**src/rtl/i2c_phase_pkg.sv**
```systemverilog
`timescale 1ns/1ps
package i2c_phase_pkg;

    localparam int WORD_W = 32;
    localparam int FLD_W  = 8;
    localparam int SPAN_W = FLD_W + 1;

    typedef enum logic [1:0] {
        PH_START   = 2'd0,
        PH_RESTART = 2'd1,
        PH_DATA    = 2'd2,
        PH_STOP    = 2'd3
    } phase_kind_e;

    typedef enum logic [2:0] {
        SG_IDLE  = 3'd0,
        SG_LOW   = 3'd1,
        SG_OVH   = 3'd2,
        SG_HIGH  = 3'd3,
        SG_SHOLD = 3'd4
    } seg_e;

    typedef struct packed {
        logic [FLD_W-1:0] sta_su;
        logic [FLD_W-1:0] sta_hd;
        logic [FLD_W-1:0] sto_su;
        logic [FLD_W-1:0] dat_su;
        logic [FLD_W-1:0] dat_hd;
        logic [FLD_W-1:0] scl_lo;
        logic [FLD_W-1:0] scl_hi;
        logic [FLD_W-1:0] sr_rel;
        logic [FLD_W-1:0] prescale;
    } phase_cfg_t;

    // Last tick index of a low segment: it lasts max(base+1, hold+setup) ticks.
    function automatic logic [SPAN_W-1:0] low_last(input logic [FLD_W-1:0] base,
                                                   input logic [FLD_W-1:0] hold,
                                                   input logic [FLD_W-1:0] setup);
        logic [SPAN_W-1:0] a;
        logic [SPAN_W-1:0] b;
        a = {1'b0, base} + SPAN_W'(1);
        b = {1'b0, hold} + {1'b0, setup};
        return ((a > b) ? a : b) - SPAN_W'(1);
    endfunction

    // SDA drive level a phase aims for once the hold count has elapsed.
    function automatic logic target_drive(input phase_kind_e k, input logic bit_val);
        case (k)
            PH_DATA: return ~bit_val;
            PH_STOP: return 1'b1;
            default: return 1'b0;
        endcase
    endfunction

endpackage

```
**src/rtl/i2c_phase_cfg_sel.sv**
```systemverilog
`timescale 1ns/1ps
module i2c_phase_cfg_sel
    import i2c_phase_pkg::*;
#(
    parameter int FILT_W    = 3,
    parameter int FILT_MULT = 2,
    parameter int OVH_BASE  = 8,
    parameter int OVH_W     = 5
) (
    input  logic              hs_sel,
    input  logic [WORD_W-1:0] fs_a,
    input  logic [WORD_W-1:0] fs_b,
    input  logic [WORD_W-1:0] fs_c,
    input  logic [WORD_W-1:0] hs_a,
    input  logic [WORD_W-1:0] hs_b,
    input  logic [WORD_W-1:0] hs_c,
    input  logic [WORD_W-1:0] hold_w,
    input  logic [FILT_W-1:0] filt,
    output phase_cfg_t        cfg,
    output logic [OVH_W-1:0]  ovh
);

    logic [WORD_W-1:0] wa;
    logic [WORD_W-1:0] wb;
    logic [WORD_W-1:0] wc;

    assign wa = hs_sel ? hs_a : fs_a;
    assign wb = hs_sel ? hs_b : fs_b;
    assign wc = hs_sel ? hs_c : fs_c;

    always_comb begin
        cfg.sta_su   = wa[31:24];
        cfg.sta_hd   = wa[23:16];
        cfg.sto_su   = wa[15:8];
        cfg.dat_su   = wb[31:24];
        cfg.scl_lo   = wb[15:8];
        cfg.scl_hi   = wb[7:0];
        cfg.prescale = wc[23:16];
        cfg.sr_rel   = wc[7:0];
        cfg.dat_hd   = hold_w[7:0];
    end

    generate
        if (FILT_MULT == 2) begin : g_ovh_double
            assign ovh = OVH_W'(OVH_BASE) + OVH_W'({filt, 1'b0});
        end else begin : g_ovh_scaled
            assign ovh = OVH_W'(OVH_BASE) + OVH_W'(filt) * OVH_W'(FILT_MULT);
        end
    endgenerate

    logic unused_fields;
    assign unused_fields = ^{wa[7:0], wb[23:16], wc[31:24], wc[15:8], hold_w[31:8]};

endmodule

```
**src/rtl/i2c_phase_ticker.sv**
```systemverilog
`timescale 1ns/1ps
module i2c_phase_ticker #(
    parameter int DIV_W = 8
) (
    input  logic             clk,
    input  logic             rst,
    input  logic             clear,
    input  logic [DIV_W-1:0] div,
    output logic             tick
);

    logic [DIV_W-1:0] pcnt;

    assign tick = (pcnt == div);

    always_ff @(posedge clk) begin
        if (rst || clear) begin
            pcnt <= '0;
        end else if (tick) begin
            pcnt <= '0;
        end else begin
            pcnt <= pcnt + DIV_W'(1);
        end
    end

endmodule

```
**src/rtl/i2c_phase_seq.sv**
```systemverilog
`timescale 1ns/1ps
module i2c_phase_seq
    import i2c_phase_pkg::*;
#(
    parameter int OVH_BASE = 8,
    parameter int OVH_W    = 5
) (
    input  logic             clk,
    input  logic             rst,
    input  logic             req_valid,
    input  logic [1:0]       req_kind,
    input  logic             req_bit,
    input  phase_cfg_t       cfg_live,
    input  logic [OVH_W-1:0] ovh_live,
    input  logic             tick,
    output logic             seg_clear,
    output logic [FLD_W-1:0] prescale,
    output logic             busy,
    output logic             scl_drive,
    output logic             sda_drive,
    output logic             phase_done,
    output phase_kind_e      kind
);

    seg_e              seg_q;
    phase_kind_e       kind_q;
    phase_cfg_t        cfg_q;
    logic [OVH_W-1:0]  ovh_q;
    logic [SPAN_W-1:0] tcnt;
    logic [OVH_W-1:0]  ocnt;
    logic              tgt_q;
    logic              sda_q;
    logic              scl_q;
    logic              done_q;

    logic [SPAN_W-1:0] lim;
    logic [FLD_W-1:0]  low_base;
    logic              cnt_end;
    logic              ovh_end;
    logic              sda_now;

    always_comb begin
        low_base = (kind_q == PH_RESTART) ? cfg_q.sr_rel : cfg_q.scl_lo;
        case (seg_q)
            SG_LOW:   lim = low_last(low_base, cfg_q.dat_hd, cfg_q.dat_su);
            SG_HIGH: begin
                case (kind_q)
                    PH_DATA: lim = {1'b0, cfg_q.scl_hi};
                    PH_STOP: lim = {1'b0, cfg_q.sto_su};
                    default: lim = {1'b0, cfg_q.sta_su};
                endcase
            end
            SG_SHOLD: lim = {1'b0, cfg_q.sta_hd};
            default:  lim = '0;
        endcase
    end

    assign cnt_end   = tick && (tcnt == lim) &&
                       (seg_q == SG_LOW || seg_q == SG_HIGH || seg_q == SG_SHOLD);
    assign ovh_end   = (seg_q == SG_OVH) && (ocnt == ovh_q - OVH_W'(1));
    assign sda_now   = (tcnt >= {1'b0, cfg_q.dat_hd}) ? tgt_q : sda_q;
    assign seg_clear = (seg_q == SG_IDLE) || (seg_q == SG_OVH) || cnt_end;

    assign prescale   = cfg_q.prescale;
    assign busy       = (seg_q != SG_IDLE);
    assign scl_drive  = scl_q;
    assign sda_drive  = (seg_q == SG_LOW) ? sda_now : sda_q;
    assign phase_done = done_q;
    assign kind       = kind_q;

    always_ff @(posedge clk) begin
        if (rst) begin
            seg_q  <= SG_IDLE;
            kind_q <= PH_START;
            cfg_q  <= '0;
            ovh_q  <= OVH_W'(OVH_BASE);
            tcnt   <= '0;
            ocnt   <= '0;
            tgt_q  <= 1'b0;
            sda_q  <= 1'b0;
            scl_q  <= 1'b0;
            done_q <= 1'b0;
        end else begin
            done_q <= 1'b0;
            case (seg_q)
                SG_IDLE: begin
                    if (req_valid) begin
                        kind_q <= phase_kind_e'(req_kind);
                        cfg_q  <= cfg_live;
                        ovh_q  <= ovh_live;
                        tcnt   <= '0;
                        ocnt   <= '0;
                        tgt_q  <= target_drive(phase_kind_e'(req_kind), req_bit);
                        seg_q  <= (phase_kind_e'(req_kind) == PH_START) ? SG_HIGH : SG_LOW;
                    end
                end
                SG_LOW: begin
                    if (tick) begin
                        if (cnt_end) begin
                            sda_q <= tgt_q;
                            scl_q <= 1'b0;
                            ocnt  <= '0;
                            tcnt  <= '0;
                            seg_q <= SG_OVH;
                        end else begin
                            tcnt <= tcnt + SPAN_W'(1);
                        end
                    end
                end
                SG_OVH: begin
                    if (ovh_end) begin
                        tcnt  <= '0;
                        seg_q <= SG_HIGH;
                    end else begin
                        ocnt <= ocnt + OVH_W'(1);
                    end
                end
                SG_HIGH: begin
                    if (tick) begin
                        if (cnt_end) begin
                            tcnt <= '0;
                            case (kind_q)
                                PH_DATA: begin
                                    scl_q  <= 1'b1;
                                    done_q <= 1'b1;
                                    seg_q  <= SG_IDLE;
                                end
                                PH_STOP: begin
                                    sda_q  <= 1'b0;
                                    done_q <= 1'b1;
                                    seg_q  <= SG_IDLE;
                                end
                                default: begin
                                    sda_q <= 1'b1;
                                    seg_q <= SG_SHOLD;
                                end
                            endcase
                        end else begin
                            tcnt <= tcnt + SPAN_W'(1);
                        end
                    end
                end
                SG_SHOLD: begin
                    if (tick) begin
                        if (cnt_end) begin
                            scl_q  <= 1'b1;
                            done_q <= 1'b1;
                            tcnt   <= '0;
                            seg_q  <= SG_IDLE;
                        end else begin
                            tcnt <= tcnt + SPAN_W'(1);
                        end
                    end
                end
                default: seg_q <= SG_IDLE;
            endcase
        end
    end

endmodule

```
**src/rtl/i2c_phase_timer.sv**
```systemverilog
`timescale 1ns/1ps
module i2c_phase_timer
    import i2c_phase_pkg::*;
#(
    parameter int FILT_W    = 3,
    parameter int FILT_MULT = 2,
    parameter int OVH_BASE  = 8
) (
    input  logic              clk,
    input  logic              rst,
    input  logic              hs_sel,
    input  logic [WORD_W-1:0] cfg_fs_a,
    input  logic [WORD_W-1:0] cfg_fs_b,
    input  logic [WORD_W-1:0] cfg_fs_c,
    input  logic [WORD_W-1:0] cfg_hs_a,
    input  logic [WORD_W-1:0] cfg_hs_b,
    input  logic [WORD_W-1:0] cfg_hs_c,
    input  logic [WORD_W-1:0] cfg_hold,
    input  logic [FILT_W-1:0] filt_cnt,
    input  logic              req_valid,
    input  logic [1:0]        req_kind,
    input  logic              req_bit,
    output logic              busy,
    output logic              scl_drive,
    output logic              sda_drive,
    output logic              phase_done
);

    localparam int OVH_MAX = OVH_BASE + FILT_MULT * ((1 << FILT_W) - 1);
    localparam int OVH_W   = $clog2(OVH_MAX + 1);

    phase_cfg_t       cfg_live;
    logic [OVH_W-1:0] ovh_live;
    logic [FLD_W-1:0] prescale;
    logic             seg_clear;
    logic             tick;
    phase_kind_e      cur_kind;

    i2c_phase_cfg_sel #(
        .FILT_W   (FILT_W),
        .FILT_MULT(FILT_MULT),
        .OVH_BASE (OVH_BASE),
        .OVH_W    (OVH_W)
    ) u_cfg (
        .hs_sel(hs_sel),
        .fs_a  (cfg_fs_a),
        .fs_b  (cfg_fs_b),
        .fs_c  (cfg_fs_c),
        .hs_a  (cfg_hs_a),
        .hs_b  (cfg_hs_b),
        .hs_c  (cfg_hs_c),
        .hold_w(cfg_hold),
        .filt  (filt_cnt),
        .cfg   (cfg_live),
        .ovh   (ovh_live)
    );

    i2c_phase_ticker #(
        .DIV_W(FLD_W)
    ) u_tick (
        .clk  (clk),
        .rst  (rst),
        .clear(seg_clear),
        .div  (prescale),
        .tick (tick)
    );

    i2c_phase_seq #(
        .OVH_BASE(OVH_BASE),
        .OVH_W   (OVH_W)
    ) u_seq (
        .clk       (clk),
        .rst       (rst),
        .req_valid (req_valid),
        .req_kind  (req_kind),
        .req_bit   (req_bit),
        .cfg_live  (cfg_live),
        .ovh_live  (ovh_live),
        .tick      (tick),
        .seg_clear (seg_clear),
        .prescale  (prescale),
        .busy      (busy),
        .scl_drive (scl_drive),
        .sda_drive (sda_drive),
        .phase_done(phase_done),
        .kind      (cur_kind)
    );

endmodule

```
**config.mk**
```make
export PLATFORM = sky130hd
export DESIGN_NAME = i2c_phase_timer
export DESIGN_NICKNAME = d
export VERILOG_FILES = /design/src/rtl/i2c_phase_pkg.sv /design/src/rtl/i2c_phase_cfg_sel.sv /design/src/rtl/i2c_phase_ticker.sv /design/src/rtl/i2c_phase_seq.sv /design/src/rtl/i2c_phase_timer.sv
export SDC_FILE = /design/constraint.sdc
export NUM_CORES = 1
export LEC_CHECK = 0
export BUFFER_PORTS_ARGS = -buffer_cell sky130_fd_sc_hd__buf_2
export CORE_UTILIZATION = 37
export CTS_BUF_LIST = sky130_fd_sc_hd__clkbuf_4 sky130_fd_sc_hd__clkbuf_8
export CTS_CLUSTER_DIAMETER = 80
export DETAILED_ROUTE_END_ITERATION = 10
export HOLD_SLACK_MARGIN = 0.06
export PLACE_DENSITY = 0.6
export SETUP_SLACK_MARGIN = 0.3
export SLEW_MARGIN = 10
export SYNTH_ARGS = -nofsm -noshare
export SYNTH_HDL_FRONTEND = slang
export SYNTH_SLANG_ARGS = --single-unit
```
**constraint.sdc**
```tcl
create_clock -name clk -period 8.6 [get_ports clk]
set_clock_uncertainty 0.2 [all_clocks]
set_input_delay 0.86 -clock clk [delete_from_list [all_inputs] [get_ports clk]]
set_output_delay 0.86 -clock clk [all_outputs]
set_load 0.01 [all_outputs]
```
==> out/summary.txt <==
Syn-to-layout area delta = 15.81%
Post-synthesis register bit count = 107
P_sw = 0.001060 W
Fin. max-slew vios = 0
Slowest stage delay, CP = 510 ps
Met1 Usage GRT = 25.42%
Cell Area, Synth = 7052 um^2
H-tree Lvls = 3
Final setup fails = 0
Drt drc = 0
CTS tree = built
Final WS setup = 1163 ps
Area contributors post-synth = dfxtp_1, mux2i_1, a211oi_1
Commonest cells after routing, fill and taps aside = buf_2, dfxtp_1, nor2_1, nand2_1, mux2i_1
Worst reg2reg startpoint = u_seq.kind[0]
Placer congestion estimate = 0.9297
Async SR Flop Fraction = 0%
Worst VDD drop = 0.0001236 V
Clk sinks = 107
GRT Residual Overflow = 0
Crit start category = register
Via count = 6397
Core area = 18710 um^2
Least-Margin Pin Slew = 1037 ps
# port buffers = 149
Final nets = 1233
Fmax achieved = 134.5 MHz
WP data required = 8650 ps
ANT cells = 0
First-pass GRT wire length = 29660 um
Num CTS Buffers = 9
DIE AREA = 19620 um^2
Die Wd = 140.1 um
Critical path origin = u_seq.kind[0]
Largest net degree at the start of global routing = 104
Max-Cap Viols = 0
Slowest cell on the critical path = or3b_2
Seq pwr share = 29.6%
Post-synthesis sequential area ratio = 30.38%
Fin crit share = 86.48%
# fillers = 1875
Max_slew headroom = 30.59%
Initial antenna violation count = 0
R2R setup slack = 1160 ps
Crit Path Class = register to register
Final WL = 18190 um
CTS root buf = clkbuf_8
Top cell type's share of synthesized area = 30.38%
Gate Count Post-Synth = 845
Initial DRC Count = 467
Fin crit period = 7437 ps
Pre-CTS WS = 990.2 ps
Clk Latency, worst-skew pair = 400 ps
Most Frequent Cell on Critical Path = nand2_1
Power Total = 0.002344 W
Crit. End Element = register
Share of cells above drive strength 1 = 22.51%
Switch share = 45.24%
Final antenna-violating net count = 0
Final Hold Fails = 0
DP HPWL = 13800 um
Clock-pin slew on the worst setup and hold paths = 110 ps
Warnings from Yosys = 0
Worst endpoint data arrival time = 7490 ps
Post-cts sizing count = 0
Leakage Power = 3.442 nW
Die Height = 140.1 um
GRT Max-Usage Layer = met2
Reg2Reg Depth = 30
Vias in the first global route = 5776
Post-synthesis cell type count = 86
Post-synth top area cell = dfxtp_1
Met2 usage = 31.21%
Maximum buffer depth of the clock tree = 2
RSZ-0062 raised after global routing = false
Initial Util = 37.70%
R2r endpoint = u_seq.tcnt[2]
P_int = 0.001284 W
HP Class = register to register
First-pass DRT Iterations = 5
Final setup TNS = 0 ps
Rows = 50
Syn Area/Cell = 8.345 um^2
End of the critical path = u_seq.tcnt[2]
Post-synth EDFFs = 0
Dominant synthesized flop cell = dfxtp_1
I/O pins = 238
Wire per inst = 15.07 um
Tot GR Track Use = 18.99%
M3 GR Usage = 3.385%
Comb pwr share = 55.7%
Power per cell area = 287.1 nW/um^2
Vias per inst = 5.300
Outcome = completed
Final core utilization = 43.66%
Syn nets = 1110
Commonest non-fill, non-tap cell in the layout = buf_2
Crit Path Max Fanout = 8
Clock Power Share = 14.7%
-- per-layer routing --
layer	wire length [um]	up-vias	part of all wire, %
li1	-	3330	-
met1	8543	2908	47
met5	0	-	0
met2	8568	137	47
met3	762	22	4.2
met4	310	0	1.7
-- how the worst min path moves through the flow --
stage	startpoint	end	slack, ps	cells after the start
final	u_seq.ovh_q[4]	u_seq.ovh_q[4]	280	2
after global routing	u_seq.sda_q	u_seq.sda_q	300	2
after CTS	u_seq.sda_q	u_seq.sda_q	290	2
after detailed placement	u_seq.sda_q	u_seq.sda_q	270	2
after global placement	u_seq.sda_q	u_seq.sda_q	260	2
after floorplan	u_seq.tgt_q	u_seq.tgt_q	240	2
-- cell type report --
cell class	count	area (um^2)	area share (%)
multi-input combinational	656	4553	55.75
tap	234	292.8	3.585
inverter	34	127.6	1.563
timing repair buffer	160	830.8	10.17
sequential	107	2142	26.23
clock inverter	5	68.82	0.8427
clock buffer	11	151.4	1.854
-- what timing repair did --
action / 4_1_cts / 5_1_grt
hold buffers: 0 / 0
endpoints found under the setup margin: 0 / 2
setup buffers: 0 / 2
-- power by group through the flow --
stage	combinational [W]	sequential, W	clock [W]
2_1_floorplan	0.00101	0.000669	0
3_3_place_gp	0.00128	0.000703	0
3_5_place_dp	0.00129	0.000706	0
4_1_cts	0.00129	0.000695	0.000359
5_1_grt	0.00147	0.000711	0.000375
6_report	0.00131	0.000695	0.000344
-- cell families (layout without fill, tap and decap cells) --
family,Yosys count,after routing,synth area share [%]
flops,107,107,30.38
compound gates,193,193,19.50
buf+inv,82,210,5.163
fa+ha+maj,31,31,5.607
xor+xnor,41,41,5.359
simple gates,309,309,21.58
mux,82,82,12.42
-- synthesized netlist by cell type, types with 3 or more instances --
library cell  count
a211oi_1         66
a21o_1            4
a21oi_1          42
a222oi_1          3
a22oi_1           4
a311oi_1          3
a31o_2            3
a31oi_1           5
and2_1            3
and3_1            5
and3_2            3
clkbuf_1         40
clkbuf_8          4
dfxtp_1         107
ha_1             30
inv_1            33
mux2i_1          74
mux2i_2           3
mux2i_4           3
nand2_1          77
nand2b_1         10
nand3_1          23
nand3b_1          5
nand4_1          10
nor2_1          106
nor2b_1           7
nor3_1           20
nor4_1            7
o2111ai_1         3
o211ai_1          4
o21ai_0          20
o22ai_1           7
or3_1             5
or4_1             3
xnor2_1          15
xor2_1           25
-- flip-flops by register name, indices dropped and copies added, names as in the netlist --
register / count
u_seq.cfg_q: 64
u_seq.tcnt: 9
u_seq.prescale: 8
u_tick.pcnt: 8
u_seq.ocnt: 5
u_seq.ovh_q: 4
u_seq.seg_q: 3
u_seq.kind: 2
u_seq.phase_done: 1
u_seq.scl_drive: 1
u_seq.sda_q: 1
u_seq.tgt_q: 1
-- worst max-delay path, delay by kind of cell, from the launching register on --
family	cells	cell delay [ps]
xor+xnor	1	150
buf+inv	2	350
flops	1	390
mux	1	470
fa+ha+maj	3	750
compound gates	8	2420
simple gates	15	2580
-- stage by stage --
stage / instance area (um^2) / hold slack (ps) / std cells
2_1_floorplan: 7052 / 239.1 / 845
3_3_place_gp: 7931 / 264.2 / 1189
3_5_place_dp: 7931 / 269.3 / 1189
4_1_cts: 8152 / 286.8 / 1205
5_1_grt: 8167 / 304.5 / 1207
6_report: 8167 / 284.8 / 1207
Power figures use the tool's default switching activity.
